### config.mk
export PLATFORM = sky130hd
export DESIGN_NAME = dst_addr_filter
export DESIGN_NICKNAME = d
export VERILOG_FILES = /design/src/rtl/daf_pkg.sv /design/src/rtl/daf_crc_step.sv /design/src/rtl/daf_addr_track.sv /design/src/rtl/daf_decide.sv /design/src/rtl/dst_addr_filter.sv
export SDC_FILE = /design/constraint.sdc
export NUM_CORES = 1
export LEC_CHECK = 0
export ABC_AREA = 1
export BUFFER_PORTS_ARGS = -buffer_cell sky130_fd_sc_hd__buf_2
export CAP_MARGIN = 20
export CELL_PAD_IN_SITES_DETAIL_PLACEMENT = 0
export CELL_PAD_IN_SITES_GLOBAL_PLACEMENT = 2
export CORE_UTILIZATION = 28
export DETAILED_ROUTE_END_ITERATION = 7
export PLACE_DENSITY_LB_ADDON = 0.1
export SYNTH_ARGS = -nofsm -noshare
export SYNTH_HDL_FRONTEND = slang
export SYNTH_SLANG_ARGS = --single-unit
export TNS_END_PERCENT = 20
### constraint.sdc
create_clock -name clk -period 2.68 [get_ports clk]
set_input_delay 0.268 -clock clk [delete_from_list [all_inputs] [get_ports clk]]
set_output_delay 0.268 -clock clk [all_outputs]
set_load 0.02 [all_outputs]
### src/rtl/daf_pkg.sv
package daf_pkg;
  typedef enum logic [1:0] {
    KIND_PHYS  = 2'd0,
    KIND_MCAST = 2'd1,
    KIND_BCAST = 2'd2
  } addr_kind_e;

  localparam logic [31:0] CRC_POLY_REFL = 32'hEDB88320;
  localparam logic [31:0] CRC_SEED      = 32'hFFFFFFFF;
endpackage

### src/rtl/daf_crc_step.sv
module daf_crc_step #(
  parameter int DATA_W = 8
) (
  input  logic [31:0]       crc_in,
  input  logic [DATA_W-1:0] data_in,
  output logic [31:0]       crc_out
);
  import daf_pkg::*;

  // Serial reflected update, LSB of the data first
  always_comb begin
    logic [31:0] acc;
    acc = crc_in;
    for (int b = 0; b < DATA_W; b++) begin
      if (acc[0] ^ data_in[b]) acc = (acc >> 1) ^ CRC_POLY_REFL;
      else                     acc = acc >> 1;
    end
    crc_out = acc;
  end
endmodule

### src/rtl/daf_addr_track.sv
module daf_addr_track #(
  parameter int ADDR_BYTES = 6,
  parameter int HASH_W     = 6,
  localparam int CNT_W     = $clog2(ADDR_BYTES + 1)
) (
  input  logic                    clk,
  input  logic                    rst_n,
  input  logic                    rx_sof,
  input  logic                    rx_vld,
  input  logic [7:0]              rx_byte,
  input  logic [8*ADDR_BYTES-1:0] station_addr,
  output logic                    last_take,
  output logic                    match_fin,
  output logic                    ones_fin,
  output logic                    group_fin,
  output logic [HASH_W-1:0]       hash_fin
);
  import daf_pkg::*;

  logic [CNT_W-1:0] cnt_q, cnt_d, cnt_eff;
  logic [31:0]      crc_q, crc_d, crc_eff, crc_upd;
  logic             match_q, match_d, match_eff;
  logic             ones_q, ones_d, ones_eff;
  logic             grp_q, grp_d;
  logic             take;
  logic [7:0]       stn_byte;

  // A start of frame overrides the held state in the same cycle
  assign cnt_eff   = rx_sof ? '0 : cnt_q;
  assign crc_eff   = rx_sof ? CRC_SEED : crc_q;
  assign match_eff = rx_sof | match_q;
  assign ones_eff  = rx_sof | ones_q;
  assign take      = rx_vld && (cnt_eff < CNT_W'(ADDR_BYTES));

  always_comb begin
    stn_byte = '0;
    for (int i = 0; i < ADDR_BYTES; i++)
      if (cnt_eff == CNT_W'(i)) stn_byte = station_addr[8*i +: 8];
  end

  daf_crc_step #(.DATA_W(8)) u_crc (
    .crc_in (crc_eff),
    .data_in(rx_byte),
    .crc_out(crc_upd)
  );

  always_comb begin
    cnt_d   = cnt_eff;
    crc_d   = crc_eff;
    match_d = match_eff;
    ones_d  = ones_eff;
    grp_d   = rx_sof ? 1'b0 : grp_q;
    if (take) begin
      cnt_d   = cnt_eff + 1'b1;
      crc_d   = crc_upd;
      match_d = match_eff & (rx_byte == stn_byte);
      ones_d  = ones_eff & (&rx_byte);
      if (cnt_eff == '0) grp_d = rx_byte[0];
    end
  end

  assign last_take = take && (cnt_eff == CNT_W'(ADDR_BYTES - 1));
  assign match_fin = match_d;
  assign ones_fin  = ones_d;
  assign group_fin = (ADDR_BYTES == 1) ? rx_byte[0] : grp_q;
  assign hash_fin  = crc_d[31 -: HASH_W];

  // Idle after reset: counter parked at the end, nothing collected
  always_ff @(posedge clk or negedge rst_n) begin
    if (!rst_n) begin
      cnt_q   <= CNT_W'(ADDR_BYTES);
      crc_q   <= CRC_SEED;
      match_q <= 1'b0;
      ones_q  <= 1'b0;
      grp_q   <= 1'b0;
    end else if (rx_sof || take) begin
      cnt_q   <= cnt_d;
      crc_q   <= crc_d;
      match_q <= match_d;
      ones_q  <= ones_d;
      grp_q   <= grp_d;
    end
  end

  assert_count_bound_R1: assert property (@(posedge clk) disable iff (!rst_n)
    cnt_q <= CNT_W'(ADDR_BYTES));

  assert_no_take_when_idle_R1: assert property (@(posedge clk) disable iff (!rst_n)
    (!rx_sof && cnt_q == CNT_W'(ADDR_BYTES)) |=> $stable(crc_q));
endmodule

### src/rtl/daf_decide.sv
module daf_decide #(
  parameter int HASH_W    = 6,
  localparam int FILT_W   = 1 << HASH_W
) (
  input  logic              clk,
  input  logic              rst_n,
  input  logic              rx_sof,
  input  logic              last_take,
  input  logic              match_fin,
  input  logic              ones_fin,
  input  logic              group_fin,
  input  logic [HASH_W-1:0] hash_fin,
  input  logic [FILT_W-1:0] mcast_filter,
  input  logic              en_phys,
  input  logic              en_bcast,
  input  logic              en_mcast,
  input  logic              en_promisc,
  output logic              dec_vld,
  output logic              accept,
  output logic              flush,
  output logic [1:0]        addr_kind
);
  import daf_pkg::*;

  addr_kind_e kind_d, kind_q;
  logic       acc_d, acc_q, vld_q, flush_q;
  logic       upd_en;

  assign upd_en = last_take | rx_sof;

  always_comb begin
    kind_d = KIND_PHYS;
    acc_d  = 1'b0;
    if (last_take) begin
      if (ones_fin)       kind_d = KIND_BCAST;
      else if (group_fin) kind_d = KIND_MCAST;
      else                kind_d = KIND_PHYS;
      unique case (kind_d)
        KIND_BCAST: acc_d = en_bcast;
        KIND_MCAST: acc_d = en_mcast & mcast_filter[hash_fin];
        default:    acc_d = en_phys & match_fin;
      endcase
      acc_d = acc_d | en_promisc;
    end
  end

  always_ff @(posedge clk or negedge rst_n) begin
    if (!rst_n) begin
      vld_q   <= 1'b0;
      flush_q <= 1'b0;
      acc_q   <= 1'b0;
      kind_q  <= KIND_PHYS;
    end else begin
      vld_q   <= last_take;
      flush_q <= last_take & ~acc_d;
      if (upd_en) begin
        acc_q  <= acc_d;
        kind_q <= kind_d;
      end
    end
  end

  assign dec_vld   = vld_q;
  assign accept    = acc_q;
  assign flush     = flush_q;
  assign addr_kind = kind_q;

  assert_flush_on_reject_R8: assert property (@(posedge clk) disable iff (!rst_n)
    flush |-> (dec_vld && !accept));

  assert_reject_flushes_R8: assert property (@(posedge clk) disable iff (!rst_n)
    (dec_vld && !accept) |-> flush);

  assert_promisc_accepts_R7: assert property (@(posedge clk) disable iff (!rst_n)
    (last_take && en_promisc) |=> accept);

  assert_sof_clears_R9: assert property (@(posedge clk) disable iff (!rst_n)
    (rx_sof && !last_take) |=> (!accept && addr_kind == 2'd0));

  assert_single_pulse_R2: assert property (@(posedge clk) disable iff (!rst_n)
    dec_vld |=> !dec_vld);
endmodule

### src/rtl/dst_addr_filter.sv
module dst_addr_filter #(
  parameter int ADDR_BYTES = 6,
  parameter int HASH_W     = 6,
  localparam int ADDR_W    = 8 * ADDR_BYTES,
  localparam int FILT_W    = 1 << HASH_W
) (
  input  logic              clk,
  input  logic              rst_n,
  input  logic              rx_sof,
  input  logic              rx_vld,
  input  logic [7:0]        rx_byte,
  input  logic [ADDR_W-1:0] station_addr,
  input  logic [FILT_W-1:0] mcast_filter,
  input  logic              en_phys,
  input  logic              en_bcast,
  input  logic              en_mcast,
  input  logic              en_promisc,
  output logic              dec_vld,
  output logic              accept,
  output logic              flush,
  output logic [1:0]        addr_kind
);
  logic              last_take, match_fin, ones_fin, group_fin;
  logic [HASH_W-1:0] hash_fin;

  daf_addr_track #(.ADDR_BYTES(ADDR_BYTES), .HASH_W(HASH_W)) u_track (
    .clk         (clk),
    .rst_n       (rst_n),
    .rx_sof      (rx_sof),
    .rx_vld      (rx_vld),
    .rx_byte     (rx_byte),
    .station_addr(station_addr),
    .last_take   (last_take),
    .match_fin   (match_fin),
    .ones_fin    (ones_fin),
    .group_fin   (group_fin),
    .hash_fin    (hash_fin)
  );

  daf_decide #(.HASH_W(HASH_W)) u_decide (
    .clk         (clk),
    .rst_n       (rst_n),
    .rx_sof      (rx_sof),
    .last_take   (last_take),
    .match_fin   (match_fin),
    .ones_fin    (ones_fin),
    .group_fin   (group_fin),
    .hash_fin    (hash_fin),
    .mcast_filter(mcast_filter),
    .en_phys     (en_phys),
    .en_bcast    (en_bcast),
    .en_mcast    (en_mcast),
    .en_promisc  (en_promisc),
    .dec_vld     (dec_vld),
    .accept      (accept),
    .flush       (flush),
    .addr_kind   (addr_kind)
  );

  assert_decision_latency_R2: assert property (@(posedge clk) disable iff (!rst_n)
    last_take |=> dec_vld);

  assert_kind_legal_R3: assert property (@(posedge clk) disable iff (!rst_n)
    addr_kind != 2'd3);
endmodule

### After elaboration in Yosys (flattened, before gate mapping)

Cells that the tools add are included.

| word-level totals | value |
|---|---|
| bits in registers | 43 |
| latch bits | 0 |
| RAM bits | 0 |
| ROM bits | 0 |
| bits of input ports | 128 |
| output and inout port bits | 5 |
| logic and storage cells | 83 |
| memories kept | 0 |

| operators by class | value |
|---|---|
| add/sub/neg operators | 1 |
| multiply operators | 0 |
| divide/modulo/power cells | 0 |
| magnitude comparators | 2 |
| equality and inequality tests | 8 |
| shift-type cells | 0 |
| mux-type cells | 32 |
| bitwise logic cells | 26 |
| reductions and logical operators | 5 |

Operator list:

| cell | number |
|---|---|
| 32-bit 2-to-1 mux | 10 |
| 13-bit inverter with 14-bit output | 8 |
| 8-bit 2-to-1 mux | 6 |
| 1-bit 2-to-1 mux | 9 |
| 8-bit == test | 1 |
| 8-bit AND reduction | 1 |
| 1-bit bitwise XOR | 8 |
| 6-bit by 7-bit less-than comparator with 1-bit output, second input constant | 1 |
| 1-bit binary-select mux with 6-bit select | 1 |
| 3-bit by 2-bit == test with 1-bit output, second input constant | 2 |
| 3-bit == test, second input constant | 2 |
| 2-bit 2-to-1 mux | 3 |
| 3-bit 2-to-1 mux | 2 |
| 1-bit AND | 5 |
| 1-bit bitwise OR | 4 |
| 3-bit by 1-bit adder with 3-bit output, second input constant | 1 |
| 3-bit by 1-bit == test with 1-bit output, second input constant | 1 |
| 3-bit logical NOT | 1 |
| 3-bit less-than comparator, second input constant | 1 |
| 2-bit by 1-bit == test with 1-bit output, second input constant | 1 |
| 2-bit == test, second input constant | 1 |
| 1-bit logical AND | 2 |
| 1-bit one-hot mux with 2 select lines | 1 |
| 1-bit logical OR | 1 |
| 1-bit inverter | 1 |

### Depth between registers and ports, before layout

| logic depth | value |
|---|---|
| depth in word-level cells | 27 |
| mapped depth | 27 |
| depth with buffers taken out | 25 |

### Modules after synthesis

Synthesis repeated with hierarchy kept, for this count alone.

| second synthesis, totals | value |
|---|---|
| cells, all modules | 788 |
| area, all modules | 4863.4 um2 |

Modules (own cells, without submodules):

| module | instances | cells an instance | area an instance (um2) | seq. area each (um2) |
|---|---|---|---|---|
| daf_addr_track | 1 | 420 | 2725.1 | 993.5 |
| daf_crc_step | 1 | 195 | 1233.7 | 0.0 |
| daf_decide | 1 | 173 | 904.6 | 125.1 |

### Least setup slack after synthesis

No wires, ideal clock.

| timing path | value |
|---|---|
| path type | in2reg |
| start point | input rx_sof |
| end point | register u_decide.flush_q (netlist: u_decide.flush) |
| setup time | 113 ps |
| data arrival time | 2506 ps |
| data required time | 2567 ps |
| setup slack | 61 ps |
| stages on the path | 22 |
| path buffers | 4 |
| cell sequence | buf_6 -> inv_4 -> buf_6 -> nand2_1 -> inv_1 -> ha_1 -> buf_1 -> inv_1 -> nor2_1 -> inv_1 -> clkbuf_1 -> or2_2 -> nand3_1 -> nand4_1 -> nor2_1 -> nand2_1 -> nand2_1 -> nand3_1 -> nand2_1 -> inv_1 -> nand2_1 -> inv_1 |

| on the way | value |
|---|---|
| word-level cells in the longest chain between the ends | 24 |
| elaborated cells between the ends (all ways) | 62 |
| classes of those cells | order compare (1); eq/ne (8); mux (26); bitwise (24); reduce/logical (3) |

RTL lines:

| item | line | text |
|---|---|---|
| start, declared | dst_addr_filter.sv:9 | `input logic rx_sof,` |
| 32-bit 2-to-1 mux | daf_addr_track.sv:30 | `assign crc_eff = rx_sof ? CRC_SEED : crc_q;` |
| 32-bit 2-to-1 mux (2 in series) | daf_crc_step.sv:15 | `if (acc[0] ^ data_in[b]) acc = (acc >> 1) ^ CRC_POLY_REFL;` |
| 1-bit bitwise XOR | daf_crc_step.sv:15 |  |
| 32-bit 2-to-1 mux | daf_crc_step.sv:15 |  |
| 13-bit inverter with 14-bit output (no line) | n/a |  |
| 32-bit 2-to-1 mux | daf_crc_step.sv:15 |  |
| 13-bit inverter with 14-bit output (no line) | n/a |  |
| 32-bit 2-to-1 mux (2 in series) | daf_crc_step.sv:15 |  |
| (+6 left out) | n/a |  |
| 1-bit 2-to-1 mux (implied by the code) | daf_decide.sv:40 | `KIND_MCAST: acc_d = en_mcast & mcast_filter[hash_fin];` |
| 1-bit AND | daf_decide.sv:40 |  |
| 1-bit one-hot mux with 2 select lines | daf_decide.sv:38 | `unique case (kind_d)` |
| 1-bit 2-to-1 mux | daf_decide.sv:34 | `if (last_take) begin` |
| 1-bit bitwise OR | daf_decide.sv:43 | `acc_d = acc_d \| en_promisc;` |
| 1-bit 2-to-1 mux | daf_decide.sv:34 |  |
| 1-bit inverter | daf_decide.sv:55 | `flush_q <= last_take & ~acc_d;` |
| 1-bit AND (*) | daf_decide.sv:55 |  |
| end signal, assigned | daf_decide.sv:55 |  |
| end, declared | daf_decide.sv:26 | `logic acc_d, acc_q, vld_q, flush_q;` |

Every way passes the cells marked *; elsewhere a longest branch is shown, timed or not. The select of a mux whose other input is x is not followed.
A chain may end at the register's enable or synchronous reset.

### Worst setup path after layout

| timing path | value |
|---|---|
| start point | register u_track.cnt_q[1] |
| end point | register u_decide.flush_q (netlist: u_decide.flush) |

| on the way | value |
|---|---|
| word-level cells in the longest chain between the ends | 18 |
| elaborated cells between the ends (all ways) | 35 |
| classes of those cells | order compare (1); eq/ne (8); mux (17); bitwise (6); reduce/logical (3) |

RTL lines:

| item | line | text |
|---|---|---|
| start, declared | daf_addr_track.sv:20 | `logic [CNT_W-1:0] cnt_q, cnt_d, cnt_eff;` |
| start signal, assigned | daf_addr_track.sv:71 | `cnt_q <= CNT_W'(ADDR_BYTES);` |
| start signal, assigned | daf_addr_track.sv:77 | `cnt_q <= cnt_d;` |
| 3-bit 2-to-1 mux (*) | daf_addr_track.sv:29 | `assign cnt_eff = rx_sof ? '0 : cnt_q;` |
| 3-bit logical NOT | daf_addr_track.sv:38 | `if (cnt_eff == CNT_W'(i)) stn_byte = station_addr[8*i +: 8];` |
| 8-bit 2-to-1 mux (6 in series) | daf_addr_track.sv:38 |  |
| 8-bit == test | daf_addr_track.sv:56 | `match_d = match_eff & (rx_byte == stn_byte);` |
| 1-bit AND | daf_addr_track.sv:56 |  |
| 1-bit 2-to-1 mux | daf_addr_track.sv:53 | `if (take) begin` |
| 1-bit AND | daf_decide.sv:41 | `default: acc_d = en_phys & match_fin;` |
| 1-bit one-hot mux with 2 select lines | daf_decide.sv:38 |  |
| 1-bit 2-to-1 mux | daf_decide.sv:34 |  |
| 1-bit bitwise OR | daf_decide.sv:43 |  |
| 1-bit 2-to-1 mux | daf_decide.sv:34 |  |
| 1-bit inverter | daf_decide.sv:55 |  |
| 1-bit AND (*) | daf_decide.sv:55 |  |

Marks and branches as above.

==> results.cfg <==
[run_status]
outcome = finished, final reports clean

[detailed_routing]
routed_via_density = 4.73
routed_wirelength_um = 14400
drtIter0Drc = 161
wl_per_cell_um = 14.5
route.detailed.drc = 0
vias = 4712
ant_nets = 0
detail_route.first_pass.iterations = 4

[global_routing]
grt_max_degree = 36
grt_pass1_vias = 4696
antenna_found_initial = 0
grt_pass1_wl_um = 23500
grtUsageTotal_pct = 18.7
gr-total-overflow = 0

[critical_path]
crit_path_end_kind = flop
path_class = flop to flop
path_max_fanout = 7
crit_arrival_ns = 2.71
cp-start-kind = flop
cp.required_ns = 2.87

[yosys]
synthAdderAreaFrac_pct = 1.45
yosys.area_share.simple_pct = 44.0
synth.cell_area_sq_mm = 0.00431
synth_top_cell_by_area = dfstp_2
yosys-top-cells-area = dfstp_2 (21%), nand2_1 (16%), nand3_1 (15%)
yosysSeqAreaShare_pct = 26.0
synth_async_sr_flop_share_pct = 100
synth_flop_cell = dfstp_2
ys_types = 41
synth.most_common_cell = nand2_1
synth.area.mux_share_pct = 0.465
synth_compound_area_share_pct = 8.40
synthXorXnorAreaFrac_pct = 11.4
syn_inst = 644
synth_top_family_by_area = simple AND/OR/NAND/NOR gates
yosys-top-cells-count = nand2_1 (187), nand3_1 (126), nor2_1 (46), inv_1 (42), xor2_1 (41)
synth_top_area_share_pct = 20.7
avgSynthCellArea_sq_um = 6.69
ys_seq_elements = 43
syn_nets = 777
synth_edf_count = 0
yosys_warnings = 0

[cells_and_area]
final_cells = 996
area_growth_pct = 32.2
finish.utilization_pct = 38.6
drive_gt1_share_pct = 36.5
fin_nets = 944
diodes = 0

[placed_design]
dp.cells = 987
hpwl_um = 11700
io_buffer_count = 132
dp_slack_ns = -0.149
gp_congestion = 0.798

[cts]
tritoncts = done
clock_sinks = 43
clk_path_buf_depth = 2
postCtsHoldBufs = 0
htreeDepth = 2
clockRootBuffer = clkbuf_16
clk_pin_slew_ns = 0.06
clk_latency_ns = 0.30
cts_buffers = 5

[sta]
relSlewSlack_pct = 43.7
fin_crit_ns = 2.52
worst_slew_pin_slew_ns = 0.845
setup_viol = 0
slew_violations = 0
finalHoldViolCount = 0
worst_slack_ns = 0.157
fmax_ghz = 0.396
fin_crit_sh_pct = 94.2
finalSetupTns_ns = 0
skew_ns = 0.0149
rsz0062_at_grt = yes

[power_and_ir_drop]
leakage_nw = 2.92
switching_power_mw = 1.66
comb_power_share_pct = 56.7
pwr-share-seq_pct = 26.9
p_int_mw = 2.21
sw_frac_of_total_pct = 42.9
clkPwrFrac_pct = 16.4
ir_drop_mv = 0.311
p_per_area_mw_per_mm2 = 679

[floorplanning]
die_w_um = 126
initial_core_util_pct = 29.2
core_sq_mm = 0.0148
num_rows = 44
io_pins = 133
die_h_um = 126
dieArea_sq_mm = 0.0159

[hold_path]
hp-class = input port to asynchronous set/reset pin

[job]
maxCapViolations = 0
kinds of logic after synthesis:
group,Yosys count
and+or+nand+nor,406
adders and majority gates,5
DFF,43
muxes,2
AOI/OAI and AO/OA,61
xor gates and xnor gates,52
buffers and inverters,75
cells in the final DEF, fill, tap and decap left out, types with 8 or more instances in the layout:
cell type / count
nor2_1: 45
xnor2_1: 8
nand2_2: 19
nand2_4: 8
dfstp_2: 34
nand2_1: 183
o211ai_1: 9
a21oi_1: 10
o21ai_0: 28
dfrtp_1: 9
nand3_1: 125
buf_4: 46
buf_2: 132
xor2_1: 40
inv_1: 39
or2_2: 8
power by group through the flow:
| stage | combinational, mW | sequential (mW) | clock, mW |
|---|---|---|---|
| floorplan | 1.50 | 1.03 | 0 |
| global placement | 2.17 | 1.05 | 0 |
| detailed placement | 2.17 | 1.05 | 0 |
| CTS | 2.19 | 1.04 | 0.652 |
| global route | 2.47 | 1.07 | 0.681 |
| finish | 2.19 | 1.04 | 0.632 |
stage by stage:
step           hold slack, ns  cell area [sq um]  total power [mW]
4_1_cts                 0.114               5620              3.88
6_report               0.0994               5690              3.87
2_1_floorplan         -0.0276               4310              2.53
5_1_grt                 0.150               5690              4.22
3_5_place_dp            0.426               5470              3.23
3_3_place_gp            0.424               5470              3.22
worst max-delay path: stages (launching register included):
cell      delay, ns
dfstp_2        0.52
inv_2          0.04
nor2_4         0.11
inv_2          0.06
ha_4           0.17
nor2_4         0.19
buf_6          0.12
nand2_1        0.04
nand3_1        0.05
o21ai_1        0.06
nand2_1        0.05
o211ai_1       0.10
nand2_1        0.12
nand2_1        0.05
nand2_1        0.05
nand4_1        0.09
nor2_2         0.14
nand2_1        0.08
nand2_1        0.07
nand3_1        0.07
nand2_1        0.08
inv_2          0.04
nand2_1        0.05
inv_1          0.03
layer usage:
metal | GRT usage (%) | wire [um] | up-vias
met5 | 0 | 0 | -
met4 | 3.54 | 104 | 0
met3 | 3.19 | 859 | 6
met2 | 32.3 | 6890 | 124
met1 | 24.4 | 6570 | 2157
li1 | - | - | 2425
path summary, 6_finish.rpt:
kind	cells after the start	startpoint	slack [ns]	to
max reg2reg	23	u_track.cnt_q[1]$_DFFE_PN1P_	0.16	u_decide.flush$_DFF_PN0_
min	1	rst_n	0.1	u_track.group_fin$_DFFE_PN0P_
max in group asynchronous	2	rst_n	1.88	u_track.crc_q[12]$_DFFE_PN1P_
max	23	u_track.cnt_q[1]$_DFFE_PN1P_	0.16	u_decide.flush$_DFF_PN0_
min in group clk	5	en_mcast	0.32	u_decide.accept$_DFFE_PN0P_
min reg2reg	2	u_track.crc_q[12]$_DFFE_PN1P_	0.47	u_track.crc_q[12]$_DFFE_PN1P_
cell type report:
type                       count  area [sq um]
sequential                    43          1120
tap                          184           230
clock buffer                   5           125
fill                        1630          9060
timing repair buffer         185          1110
inverter                      50           203
multi-input combinational    526          2880
clock inverter                 3          22.5
state kept, by name, summed over array words and instances, names as in the netlist:
| name | count |
|---|---|
| u_decide.accept | 1 |
| u_decide.addr_kind | 2 |
| u_decide.dec_vld | 1 |
| u_decide.flush | 1 |
| u_track.cnt_q | 3 |
| u_track.crc_q | 32 |
| u_track.group_fin | 1 |
| u_track.match_q | 1 |
| u_track.ones_q | 1 |
what timing repair did:
item / 4_1_cts / 5_1_grt
setup endpoints to repair: 2 / 2
buffers inserted: 0 / 1
pin swaps: 2 / 11
gates resized for setup: 2 / 23
Note: power is estimated with default switching activity, not from simulation.
